[config.mk]
export PLATFORM = sky130hd
export DESIGN_NAME = rfb_engine
export DESIGN_NICKNAME = d
export VERILOG_FILES = /design/src/rtl/rfb_pkg.sv /design/src/rtl/rfb_pixctr.sv /design/src/rtl/rfb_seq.sv /design/src/rtl/rfb_regfile.sv /design/src/rtl/rfb_engine.sv
export SDC_FILE = /design/constraint.sdc
export NUM_CORES = 1
export LEC_CHECK = 0
export BUFFER_PORTS_ARGS = -buffer_cell sky130_fd_sc_hd__buf_2
export CORE_MARGIN = 2
export CORE_UTILIZATION = 54
export CTS_CLUSTER_DIAMETER = 60
export DETAILED_ROUTE_END_ITERATION = 10
export PLACE_DENSITY = 0.76
export SYNTH_ARGS = -nofsm -noshare
export SYNTH_HDL_FRONTEND = slang
export SYNTH_SLANG_ARGS = --single-unit
[constraint.sdc]
create_clock -name clk -period 2.65 [get_ports clk]
set_input_delay 0.53 -clock clk [delete_from_list [all_inputs] [get_ports clk]]
set_output_delay 0.53 -clock clk [all_outputs]
set_load 0.1 [all_outputs]
[src/rtl/rfb_pkg.sv]
package rfb_pkg;

    localparam int NUM_CS     = 2;
    localparam int CS_LSB     = 2;
    localparam int CTRL_W     = 4;
    localparam int LINE_W     = 11;
    localparam int NUM_FMT    = 6;
    localparam int TRIG_BIT   = 4;
    localparam logic [31:0] CFG_RESET = 32'h0031_0000;
    localparam logic [31:0] CFG_MASK  = 32'h003F_1FFF;
    localparam logic [31:0] FMT_MASK  = 32'h0F1F_0F1F;
    localparam logic [31:0] COND_MASK = 32'h0000_000C;

    // register index map
    localparam logic [4:0] IX_STATUS = 5'd0;
    localparam logic [4:0] IX_CTRL   = 5'd1;
    localparam logic [4:0] IX_COUNT  = 5'd2;
    localparam logic [4:0] IX_LINE   = 5'd3;
    localparam logic [4:0] IX_CMD    = 5'd4;
    localparam logic [4:0] IX_PARAM  = 5'd5;
    localparam logic [4:0] IX_DATA   = 5'd6;
    localparam logic [4:0] IX_RDDAT  = 5'd7;
    localparam logic [4:0] IX_RDSTS  = 5'd8;
    localparam logic [4:0] IX_CFG0   = 5'd9;
    localparam logic [4:0] IX_CFG1   = 5'd10;
    localparam logic [4:0] IX_FMT0   = 5'd11;

    typedef enum logic [2:0] {
        XF_NONE, XF_CMD, XF_PARAM, XF_DATA, XF_RDDAT, XF_RDSTS
    } xfer_kind_e;

    typedef struct packed {
        xfer_kind_e         kind;
        logic [31:0]        word;
        logic [NUM_CS-1:0]  cs;
    } xfer_req_t;

    typedef enum logic [1:0] {SQ_IDLE, SQ_STROBE, SQ_GAP} seq_state_e;

    function automatic xfer_kind_e kind_of(input logic [4:0] ix);
        case (ix)
            IX_CMD:   return XF_CMD;
            IX_PARAM: return XF_PARAM;
            IX_DATA:  return XF_DATA;
            IX_RDDAT: return XF_RDDAT;
            IX_RDSTS: return XF_RDSTS;
            default:  return XF_NONE;
        endcase
    endfunction

    function automatic logic is_read(input xfer_kind_e k);
        return (k == XF_RDDAT) || (k == XF_RDSTS);
    endfunction

    function automatic logic counts_pixel(input xfer_kind_e k);
        return (k == XF_DATA) || is_read(k);
    endfunction

    // data flag: low for command and status-read cycles
    function automatic logic data_flag(input xfer_kind_e k);
        return (k != XF_CMD) && (k != XF_RDSTS);
    endfunction

    // reads go to the lowest selected chip only
    function automatic logic [NUM_CS-1:0] read_pick(input logic [NUM_CS-1:0] sel);
        logic [NUM_CS-1:0] r;
        r = '0;
        for (int i = NUM_CS - 1; i >= 0; i--)
            if (sel[i]) r = NUM_CS'(1) << i;
        return r;
    endfunction

endpackage

[src/rtl/rfb_pixctr.sv]
module rfb_pixctr
    import rfb_pkg::*;
#(
    parameter int PIX_W = 32
) (
    input  logic             clk,
    input  logic             rst,
    input  logic             load,
    input  logic [PIX_W-1:0] load_val,
    input  logic             dec,
    input  logic             trig,
    input  logic             en_new,
    input  logic             cfg_ok,
    output logic [PIX_W-1:0] count,
    output logic             busy,
    output logic             frame_done
);

    logic start;
    assign start = trig && en_new && !busy && cfg_ok;

    always_ff @(posedge clk) begin
        if (rst) begin
            count      <= '0;
            busy       <= 1'b0;
            frame_done <= 1'b0;
        end else begin
            frame_done <= 1'b0;
            if (load) begin
                count <= load_val;
            end else if (dec) begin
                count <= count - PIX_W'(1);
                if (count == PIX_W'(1) && busy) begin
                    busy       <= 1'b0;
                    frame_done <= 1'b1;
                end
            end
            if (start)
                busy <= 1'b1;
        end
    end

endmodule

[src/rtl/rfb_seq.sv]
module rfb_seq
    import rfb_pkg::*;
#(
    parameter int STROBE_CLKS = 2,
    parameter int GAP_CLKS    = 1
) (
    input  logic              clk,
    input  logic              rst,
    input  logic              start,
    input  xfer_req_t         req,
    input  logic [15:0]       bus_din,
    output logic              ready,
    output logic [NUM_CS-1:0] bus_cs,
    output logic              bus_we,
    output logic              bus_rd,
    output logic              bus_dc,
    output logic [15:0]       bus_dout,
    output logic              rx_valid,
    output logic [15:0]       rx_data
);

    localparam int TICK_MAX = (STROBE_CLKS > GAP_CLKS) ? STROBE_CLKS : GAP_CLKS;
    localparam int TICK_W   = $clog2(TICK_MAX + 1);
    localparam logic [TICK_W-1:0] STROBE_LAST = TICK_W'(STROBE_CLKS - 1);
    localparam logic [TICK_W-1:0] GAP_LAST    = TICK_W'(GAP_CLKS - 1);

    seq_state_e        state;
    logic [TICK_W-1:0] tick;
    logic [NUM_CS-1:0] cs_hold;
    logic              rd_hold;
    logic              dc_hold;
    logic [15:0]       word_now;
    logic [15:0]       word_hi;
    logic              hi_pending;

    always_ff @(posedge clk) begin
        if (rst) begin
            state      <= SQ_IDLE;
            tick       <= '0;
            cs_hold    <= '0;
            rd_hold    <= 1'b0;
            dc_hold    <= 1'b0;
            word_now   <= '0;
            word_hi    <= '0;
            hi_pending <= 1'b0;
        end else begin
            case (state)
                SQ_IDLE: begin
                    if (start) begin
                        state      <= SQ_STROBE;
                        tick       <= '0;
                        rd_hold    <= is_read(req.kind);
                        dc_hold    <= data_flag(req.kind);
                        cs_hold    <= is_read(req.kind) ? read_pick(req.cs) : req.cs;
                        word_now   <= req.word[15:0];
                        word_hi    <= req.word[31:16];
                        hi_pending <= (req.kind == XF_DATA);
                    end
                end
                SQ_STROBE: begin
                    if (tick == STROBE_LAST) begin
                        state <= SQ_GAP;
                        tick  <= '0;
                    end else begin
                        tick <= tick + TICK_W'(1);
                    end
                end
                default: begin
                    if (tick == GAP_LAST) begin
                        tick <= '0;
                        if (hi_pending) begin
                            state      <= SQ_STROBE;
                            word_now   <= word_hi;
                            hi_pending <= 1'b0;
                        end else begin
                            state <= SQ_IDLE;
                        end
                    end else begin
                        tick <= tick + TICK_W'(1);
                    end
                end
            endcase
        end
    end

    logic strobing;
    assign strobing = (state == SQ_STROBE);
    assign ready    = (state == SQ_IDLE);
    assign bus_cs   = strobing ? cs_hold : '0;
    assign bus_we   = strobing && !rd_hold;
    assign bus_rd   = strobing && rd_hold;
    assign bus_dc   = strobing && dc_hold;
    assign bus_dout = word_now;
    assign rx_valid = bus_rd && (tick == STROBE_LAST);
    assign rx_data  = bus_din;

endmodule

[src/rtl/rfb_regfile.sv]
module rfb_regfile
    import rfb_pkg::*;
#(
    parameter int PIX_W = 32
) (
    input  logic              clk,
    input  logic              rst,
    input  logic              wr_en,
    input  logic [4:0]        addr,
    input  logic [31:0]       wdata,
    input  logic              rx_valid,
    input  logic [15:0]       rx_data,
    input  logic [PIX_W-1:0]  count,
    input  logic              busy,
    output logic [CTRL_W-1:0] ctrl,
    output logic              cfg_ok,
    output logic [31:0]       rdata
);

    logic [LINE_W-1:0] line_q;
    logic [31:0]       cfg_q [2];
    logic [31:0]       fmt_q [NUM_FMT];
    logic [15:0]       rxbuf;

    always_ff @(posedge clk) begin
        if (rst) begin
            ctrl     <= '0;
            line_q   <= '0;
            cfg_q[0] <= CFG_RESET;
            cfg_q[1] <= CFG_RESET;
            rxbuf    <= '0;
        end else begin
            if (wr_en) begin
                case (addr)
                    IX_CTRL: ctrl     <= wdata[CTRL_W-1:0];
                    IX_LINE: line_q   <= wdata[LINE_W-1:0];
                    IX_CFG0: cfg_q[0] <= wdata & CFG_MASK;
                    IX_CFG1: cfg_q[1] <= wdata & CFG_MASK;
                    default: ;
                endcase
            end
            if (rx_valid)
                rxbuf <= rx_data;
        end
    end

    for (genvar g = 0; g < NUM_FMT; g++) begin : g_fmt
        always_ff @(posedge clk) begin
            if (rst)
                fmt_q[g] <= '0;
            else if (wr_en && addr == IX_FMT0 + 5'(g))
                fmt_q[g] <= wdata & FMT_MASK;
        end
    end

    assign cfg_ok = ((cfg_q[0] & cfg_q[1] & COND_MASK) == '0);

    always_comb begin
        rdata = '0;
        case (addr)
            IX_STATUS:          rdata = {23'd0, busy, 7'd0, 1'b1};
            IX_CTRL:            rdata = 32'(ctrl);
            IX_COUNT:           rdata = 32'(count);
            IX_LINE:            rdata = 32'(line_q);
            IX_RDDAT, IX_RDSTS: rdata = {16'd0, rxbuf};
            IX_CFG0:            rdata = cfg_q[0];
            IX_CFG1:            rdata = cfg_q[1];
            default: begin
                for (int i = 0; i < NUM_FMT; i++)
                    if (addr == IX_FMT0 + 5'(i)) rdata = fmt_q[i];
            end
        endcase
    end

endmodule

[src/rtl/rfb_engine.sv]
module rfb_engine
    import rfb_pkg::*;
#(
    parameter int STROBE_CLKS = 2,
    parameter int GAP_CLKS    = 1,
    parameter int PIX_W       = 32
) (
    input  logic        clk,
    input  logic        rst,
    input  logic        host_wr,
    input  logic [4:0]  host_addr,
    input  logic [31:0] host_wdata,
    output logic [31:0] host_rdata,
    output logic        host_ready,
    output logic [1:0]  bus_cs,
    output logic        bus_we,
    output logic        bus_rd,
    output logic        bus_dc,
    output logic [15:0] bus_dout,
    input  logic [15:0] bus_din,
    output logic        frame_done
);

    logic              accept;
    logic [CTRL_W-1:0] ctrl;
    logic              cfg_ok;
    logic              busy;
    logic [PIX_W-1:0]  count;
    logic              rx_valid;
    logic [15:0]       rx_data;
    xfer_req_t         req;
    logic              seq_start;

    assign accept   = host_wr && host_ready;
    assign req.kind = kind_of(host_addr);
    assign req.word = host_wdata;
    assign req.cs   = ctrl[CS_LSB +: NUM_CS];
    assign seq_start = accept && (req.kind != XF_NONE) && (req.cs != '0);

    rfb_regfile #(.PIX_W(PIX_W)) i_regs (
        .clk      (clk),
        .rst      (rst),
        .wr_en    (accept),
        .addr     (host_addr),
        .wdata    (host_wdata),
        .rx_valid (rx_valid),
        .rx_data  (rx_data),
        .count    (count),
        .busy     (busy),
        .ctrl     (ctrl),
        .cfg_ok   (cfg_ok),
        .rdata    (host_rdata)
    );

    rfb_pixctr #(.PIX_W(PIX_W)) i_pix (
        .clk        (clk),
        .rst        (rst),
        .load       (accept && host_addr == IX_COUNT),
        .load_val   (host_wdata[PIX_W-1:0]),
        .dec        (accept && counts_pixel(req.kind)),
        .trig       (accept && host_addr == IX_CTRL && host_wdata[TRIG_BIT]),
        .en_new     (host_wdata[0]),
        .cfg_ok     (cfg_ok),
        .count      (count),
        .busy       (busy),
        .frame_done (frame_done)
    );

    rfb_seq #(.STROBE_CLKS(STROBE_CLKS), .GAP_CLKS(GAP_CLKS)) i_seq (
        .clk      (clk),
        .rst      (rst),
        .start    (seq_start),
        .req      (req),
        .bus_din  (bus_din),
        .ready    (host_ready),
        .bus_cs   (bus_cs),
        .bus_we   (bus_we),
        .bus_rd   (bus_rd),
        .bus_dc   (bus_dc),
        .bus_dout (bus_dout),
        .rx_valid (rx_valid),
        .rx_data  (rx_data)
    );

endmodule

==> results of run 1 <==
## worst register-to-register path, stage by stage, from the launching register on
cell and delay (ns):
dfxtp_1 0.37, or4_1 0.70, or4_1 0.48, nor3_1 0.39
a31o_2 0.23, a31oi_1 0.06
## flip-flops by register name (all words and copies together) (netlist names)
name	cells
i_pix.count	32
i_seq.bus_dout	16
i_seq.state	2
i_regs.rxbuf	16
i_regs.cfg_q	38
i_regs.line_q	11
i_seq.word_hi	16
i_seq.tick	2
i_seq.rd_hold	1
i_pix.busy	1
i_pix.frame_done	1
i_regs.ctrl	4
i_seq.hi_pending	1
i_seq.cs_hold	2
i_regs.fmt_q	108
i_seq.dc_hold	1
## cells in the final DEF (no fill, tap or decap), types with 11 or more instances in the layout
| cell | instances |
|---|---|
| dfxtp_1 | 105 |
| a21oi_1 | 100 |
| and2_1 | 134 |
| and3_1 | 11 |
| o21ai_0 | 24 |
| nor2_1 | 61 |
| clkbuf_16 | 29 |
| buf_4 | 123 |
| edfxtp_1 | 146 |
| nand3_1 | 15 |
| buf_12 | 43 |
| nor3_1 | 13 |
| mux2i_1 | 18 |
| buf_2 | 68 |
| a22oi_1 | 30 |
| a211oi_1 | 22 |
| buf_6 | 15 |
| nand2_1 | 122 |
| inv_1 | 11 |
| a222oi_1 | 17 |
## repair_timing
action,CTS,global route
cloned,1,0
hold buffers,0,0
pin swaps,11,21
resized for setup,46,46
endpoints found under the setup margin,27,23
buffers inserted,3,9
## path summary, 6_finish.rpt
check                   from         endpoint  slack, ns  cells past startpoint
max reg2reg  i_pix.count[16]  i_pix.count[29]       0.30                      5
max             host_addr[1]   host_rdata[12]      -0.19                      9
min               bus_din[2]  i_regs.rxbuf[2]       0.22                      3
min reg2reg   i_regs.ctrl[1]   i_regs.ctrl[1]       0.45                      2
## logic make-up (layout without fill, tap and decap cells)
kind of cell / Yosys count / in the layout / share of synthesized area
adder cells (fa/ha/maj): 6 / 6 / 0.006385
flip-flops: 252 / 252 / 0.5534
AO/OA/AOI/OAI: 320 / 320 / 0.1854
buffers and inverters: 97 / 313 / 0.03288
multiplexers: 18 / 18 / 0.01532
AND/OR/NAND/NOR: 459 / 459 / 0.2067
## routing by layer
layer | GRT usage | vias to the layer above | wire length [um]
met2 | 0.5229 | 648 | 17690
met1 | 0.4464 | 5054 | 14520
met5 | 0 | - | 0
met4 | 0.1157 | 0 | 1472
met3 | 0.05778 | 124 | 4111
li1 | - | 4669 | -
## through the flow
stage	cells	hold slack, ns	util
global placement	1582	0.4404	0.6637
finish	1643	0.2179	0.7284
floorplan	1152	0.4357	-
detailed placement	1582	0.4456	0.6637
global route	1643	0.2316	0.7284
CTS	1636	0.2168	0.7166
## power breakdown
group          switching (mW)  internal, mW  leakage [nW]
Sequential             0.0673          4.24          2.35
Clock                    1.56          2.32         0.461
Combinational           0.692         0.388          3.19
## area by class of cell
| cell class | instances | area [um^2] | area share |
|---|---|---|---|
| inverter | 12 | 45.04 | 0.002914 |
| clock buffer | 44 | 863.3 | 0.05586 |
| multi-input combinational | 803 | 5310 | 0.3436 |
| tap | 275 | 344.1 | 0.02226 |
| timing repair buffer | 251 | 2323 | 0.1503 |
| clock inverter | 6 | 62.56 | 0.004048 |
| sequential | 252 | 6507 | 0.4210 |
==> flow_summary.ini, run 1 <==
[clock_network]
clock_path_buffers = 3
cts_htree_levels = 1
cts.reportedPaths.clkPinSlew_ns = 0.06
cts.sinks = 252
clock_latency_ns = 0.54
tritoncts = done
cts_root_buffer = clkbuf_16
numCtsBuffers = 27

[critical_path]
path_buf_inv = 5
crit_arrival_ns = 2.31
crit_path_top_delay_cell = a222oi_1
path_cells = buf_12 > or3b_4 > nor2_4 > buf_6 > buf_6 > a222oi_1 > buf_4 > nand2_4 > buf_12
crit_type = in -> out
cp_max_fo = 8
cp.required_ns = 2.12
max_stage_delay_ns = 0.63
worstSetupEndpointType = primary output
cpLargestDelayFamily = buffers and inverters
startpoint_type = input port

[timing]
timing.final.crit_period_ns = 2.844
slew_headroom = 0.1222
slew_violations = 0
fin_ws_ns = -0.1938
min_period_over_period = 1.073
hold_violations = 0
tightest_slew_ns = 1.312
tns_ns = -0.8198
fmax_mhz = 351.6
clock-skew-final_ns = 0.01878
rsz0062_at_grt = yes
setup_viol = 9

[global_routing]
grt_max_degree = 63
grt_pass1_wl_um = 56850
overflow = 0
grt_usage = 0.3254
antenna_found_initial = 1
grt_pass1_vias = 10070

[place]
numPortBuffers = 110
post-place-ws_ns = -0.2201
gp_congestion = 0.9408
placed_area_mm2 = 0.01408
hpwl_um = 26030

[logic_synthesis]
yosysUniqueCellTypes = 71
syn_area_mm2 = 0.01176
synth_cells = 1152
ys_async_sr_fraction = 0
synth-edff-count = 146
ys.warnings.count = 0
yosys-top-cells-area = edfxtp_1 (37%), dfxtp_1 (18%), and2_1 (7.2%)
synth_flop_cell = edfxtp_1
yosysTopAreaCell = edfxtp_1
ys_seq_elements = 252
yosysMostFrequentCell = edfxtp_1
synth.avg_cell_area_um2 = 10.21
seq_area_frac_synth = 0.5534
synth_nets = 1214
netlist_top_cells_count = edfxtp_1 (146), and2_1 (136), nand2_1 (130)
synth_top_area_frac = 0.3729

[final_layout]
fillers = 1456
nets = 1409
drive_gt1_frac = 0.2822
n_antenna_cell = 0
synthToLayoutAreaGrowth_pct = 31.46
final_cell_area_mm2 = 0.01546

[routing]
vias = 10500
viasPerCell = 6.388
routedWlPerCell_um = 23.00
initialDrtViolationCount = 1377
drt-pass1-iter-count = 9
drc = 0
routed_wirelength_um = 37790
ant_nets = 0

[job]
maxCapViolCount = 0

[die]
coreArea_mm2 = 0.02122
num_rows = 53
start_util = 0.5541
die_h_um = 151.6
io_pins = 111
die_width_um = 151.6
die_area_mm2 = 0.02297

[power_and_ir_drop]
p_leak_nw = 5.998
power_density_mw_per_mm2 = 599.9
finalPower_mw = 9.272
ir_worst_vdd_mv = 0.5877

[worst_hold_path]
worstHoldPathType = in -> reg

[status]
status = finished, violations left
violations = negative setup slack
Note: power is estimated with default switching activity, not from simulation.
==> inputs of run 2 (changes only) <==
--- a/config.mk
+++ b/config.mk
@@ -6,7 +6,6 @@
 export NUM_CORES = 1
 export LEC_CHECK = 0
 export BUFFER_PORTS_ARGS = -buffer_cell sky130_fd_sc_hd__buf_2
-export CORE_MARGIN = 2
 export CORE_UTILIZATION = 54
 export CTS_CLUSTER_DIAMETER = 60
 export DETAILED_ROUTE_END_ITERATION = 10
==> flow_summary.ini, run 2 (synthesis gave the netlist of run 1 again) <==
[status]
status = finished, violations left
violations = negative setup slack

[clock_network]
clock_path_buffers = 3
ctsHoldBuffers = 0
cts.reportedPaths.clkPinSlew_ns = 0.07
clock_latency_ns = 0.55
cts_root_buffer = clkbuf_16
cts.sinks = 252
numCtsBuffers = 27
tritoncts = done
cts_htree_levels = 1

[global_routing]
antenna_found_initial = 0
grt_pass1_vias = 9950
grt_max_degree = 98
overflow = 0
grt_usage = 0.3336
grt_pass1_wl_um = 55990

[routing]
initialDrtViolationCount = 981
drt-pass1-iter-count = 7
viasPerCell = 6.312
routedWlPerCell_um = 22.44
routed_wirelength_um = 36910
drc = 0
vias = 10380
ant_nets = 0

[place]
placed_area_mm2 = 0.01413
hpwl_um = 26320
gp_congestion = 0.9523
numPortBuffers = 110

[critical_path]
cp_max_fo = 10
crit_arrival_ns = 2.27
startpoint_type = input port
worstSetupEndpointType = primary output
cp.required_ns = 2.12
crit_type = in -> out

[power_and_ir_drop]
power_density_mw_per_mm2 = 609.9
ir_worst_vdd_mv = 0.5617
p_leak_nw = 6.031

[final_layout]
drive_gt1_frac = 0.2766
final_common_cell = edfxtp_1
n_antenna_cell = 0
synthToLayoutAreaGrowth_pct = 31.57
regMostFlops = i_regs.fmt_q
fillers = 1456
final_cell_area_mm2 = 0.01547
nets = 1411
largest_reg_flops = 108
final_cell_mix = edfxtp_1 (146), and2_1 (135), buf_4 (127), nand2_1 (120), dfxtp_1 (105)
reg.largest.list = i_regs.fmt_q x108, i_regs.cfg_q x38, i_pix.count x32

[job]
maxCapViolCount = 0

[timing]
slew_violations = 0
fmax_mhz = 356.9
timing.final.crit_period_ns = 2.802
clock-skew-final_ns = 0.01868
tightest_slew_ns = 1.208
fin_ws_ns = -0.1518
min_period_over_period = 1.057
rsz0062_at_grt = yes
fin_hold_ws_ns = 0.2334
slew_headroom = 0.1920
setup_viol = 8
hold_violations = 0

[die]
start_util = 0.5558
die_width_um = 149.6
die_h_um = 149.6
coreArea_mm2 = 0.02115
num_rows = 53
die_area_mm2 = 0.02237
io_pins = 111

[worst_hold_path]
worstHoldPathType = in -> reg
==> run 2: cell types whose count changed in the layout (fill, tap and decap cells not counted), sizes merged <==
| cell | before | now |
|---|---|---|
| inv | 14 | 15 |
| buf | 251 | 250 |
| clkinvlp | 0 | 3 |
| clkinv | 3 | 8 |
| clkbuf | 44 | 35 |
| bufinv | 1 | 4 |
==> run 2: cell type report <==
cell class	count	area [um^2]	share of cell area
flip-flops and latches	252	6507	0.4207
clock inverters	18	211.5	0.01367
repair buffers	253	2360	0.1525
multi-input cells	803	5245	0.3390
inverters	12	45.04	0.002912
clock buffers	32	757.0	0.04893
well taps	275	344.1	0.02224
==> run 2: worst paths after layout <==
| check | from | to | slack (ns) | cells past startpoint |
|---|---|---|---|---|
| worst max-delay path | host_addr[2] | host_rdata[11] | -0.15 | 9 |
| worst min register to register | i_seq.word_hi[8] | i_seq.word_hi[8] | 0.45 | 2 |
| worst max register to register | i_pix.count[16] | i_pix.count[29] | 0.24 | 5 |
| worst min-delay path | bus_din[15] | i_regs.rxbuf[15] | 0.23 | 3 |
==> run 2: power breakdown <==
| group | internal (mW) | switching [mW] | total, mW |
|---|---|---|---|
| clock | 2.44 | 1.61 | 4.05 |
| sequential | 4.24 | 0.0643 | 4.30 |
| combinational | 0.389 | 0.694 | 1.08 |
| total | 7.07 | 2.36 | 9.44 |
==> run 2: worst max-delay path, cell delays in order <==
cell	delay [ns]
buf_12	0.12
buf_6	0.11
nand4b_1	0.20
a21oi_4	0.15
buf_4	0.16
buf_6	0.11
a221o_1	0.35
or3_4	0.36
buf_12	0.17
==> run 2: timing repair <==
action                     CTS  global route
buffers inserted             4             2
hold endpoints to repair     0             0
resized for setup           45            34
gates cloned                 1             1
pin swaps                   15            20
setup endpoints to repair   27            25
==> run 2: stage by stage <==
stage / total power [mW] / cells / setup TNS (ns) / util / setup slack (ns)
after CTS: 9.407 / 1642 / -0.2190 / 0.7235 / -0.06707
after global routing: 9.663 / 1645 / -1.154 / 0.7313 / -0.1971
after detailed placement: 5.400 / 1587 / -3.003 / 0.6681 / -0.2659
after global placement: 5.387 / 1587 / -1.962 / 0.6681 / -0.3146
after floorplan: 4.956 / 1152 / -1.987 / - / -0.8352
final: 9.435 / 1645 / -0.4745 / 0.7313 / -0.1518
==> run 2: metal layers <==
layer	share of wire	routed length (um)	vias to the layer above	track usage
li1	-	-	4673	-
met5	0	0	-	0
met1	0.39	14500	5056	0.4345
met4	0.046	1714	0	0.1587
met3	0.076	2794	116	0.04268
met2	0.49	17900	539	0.5514
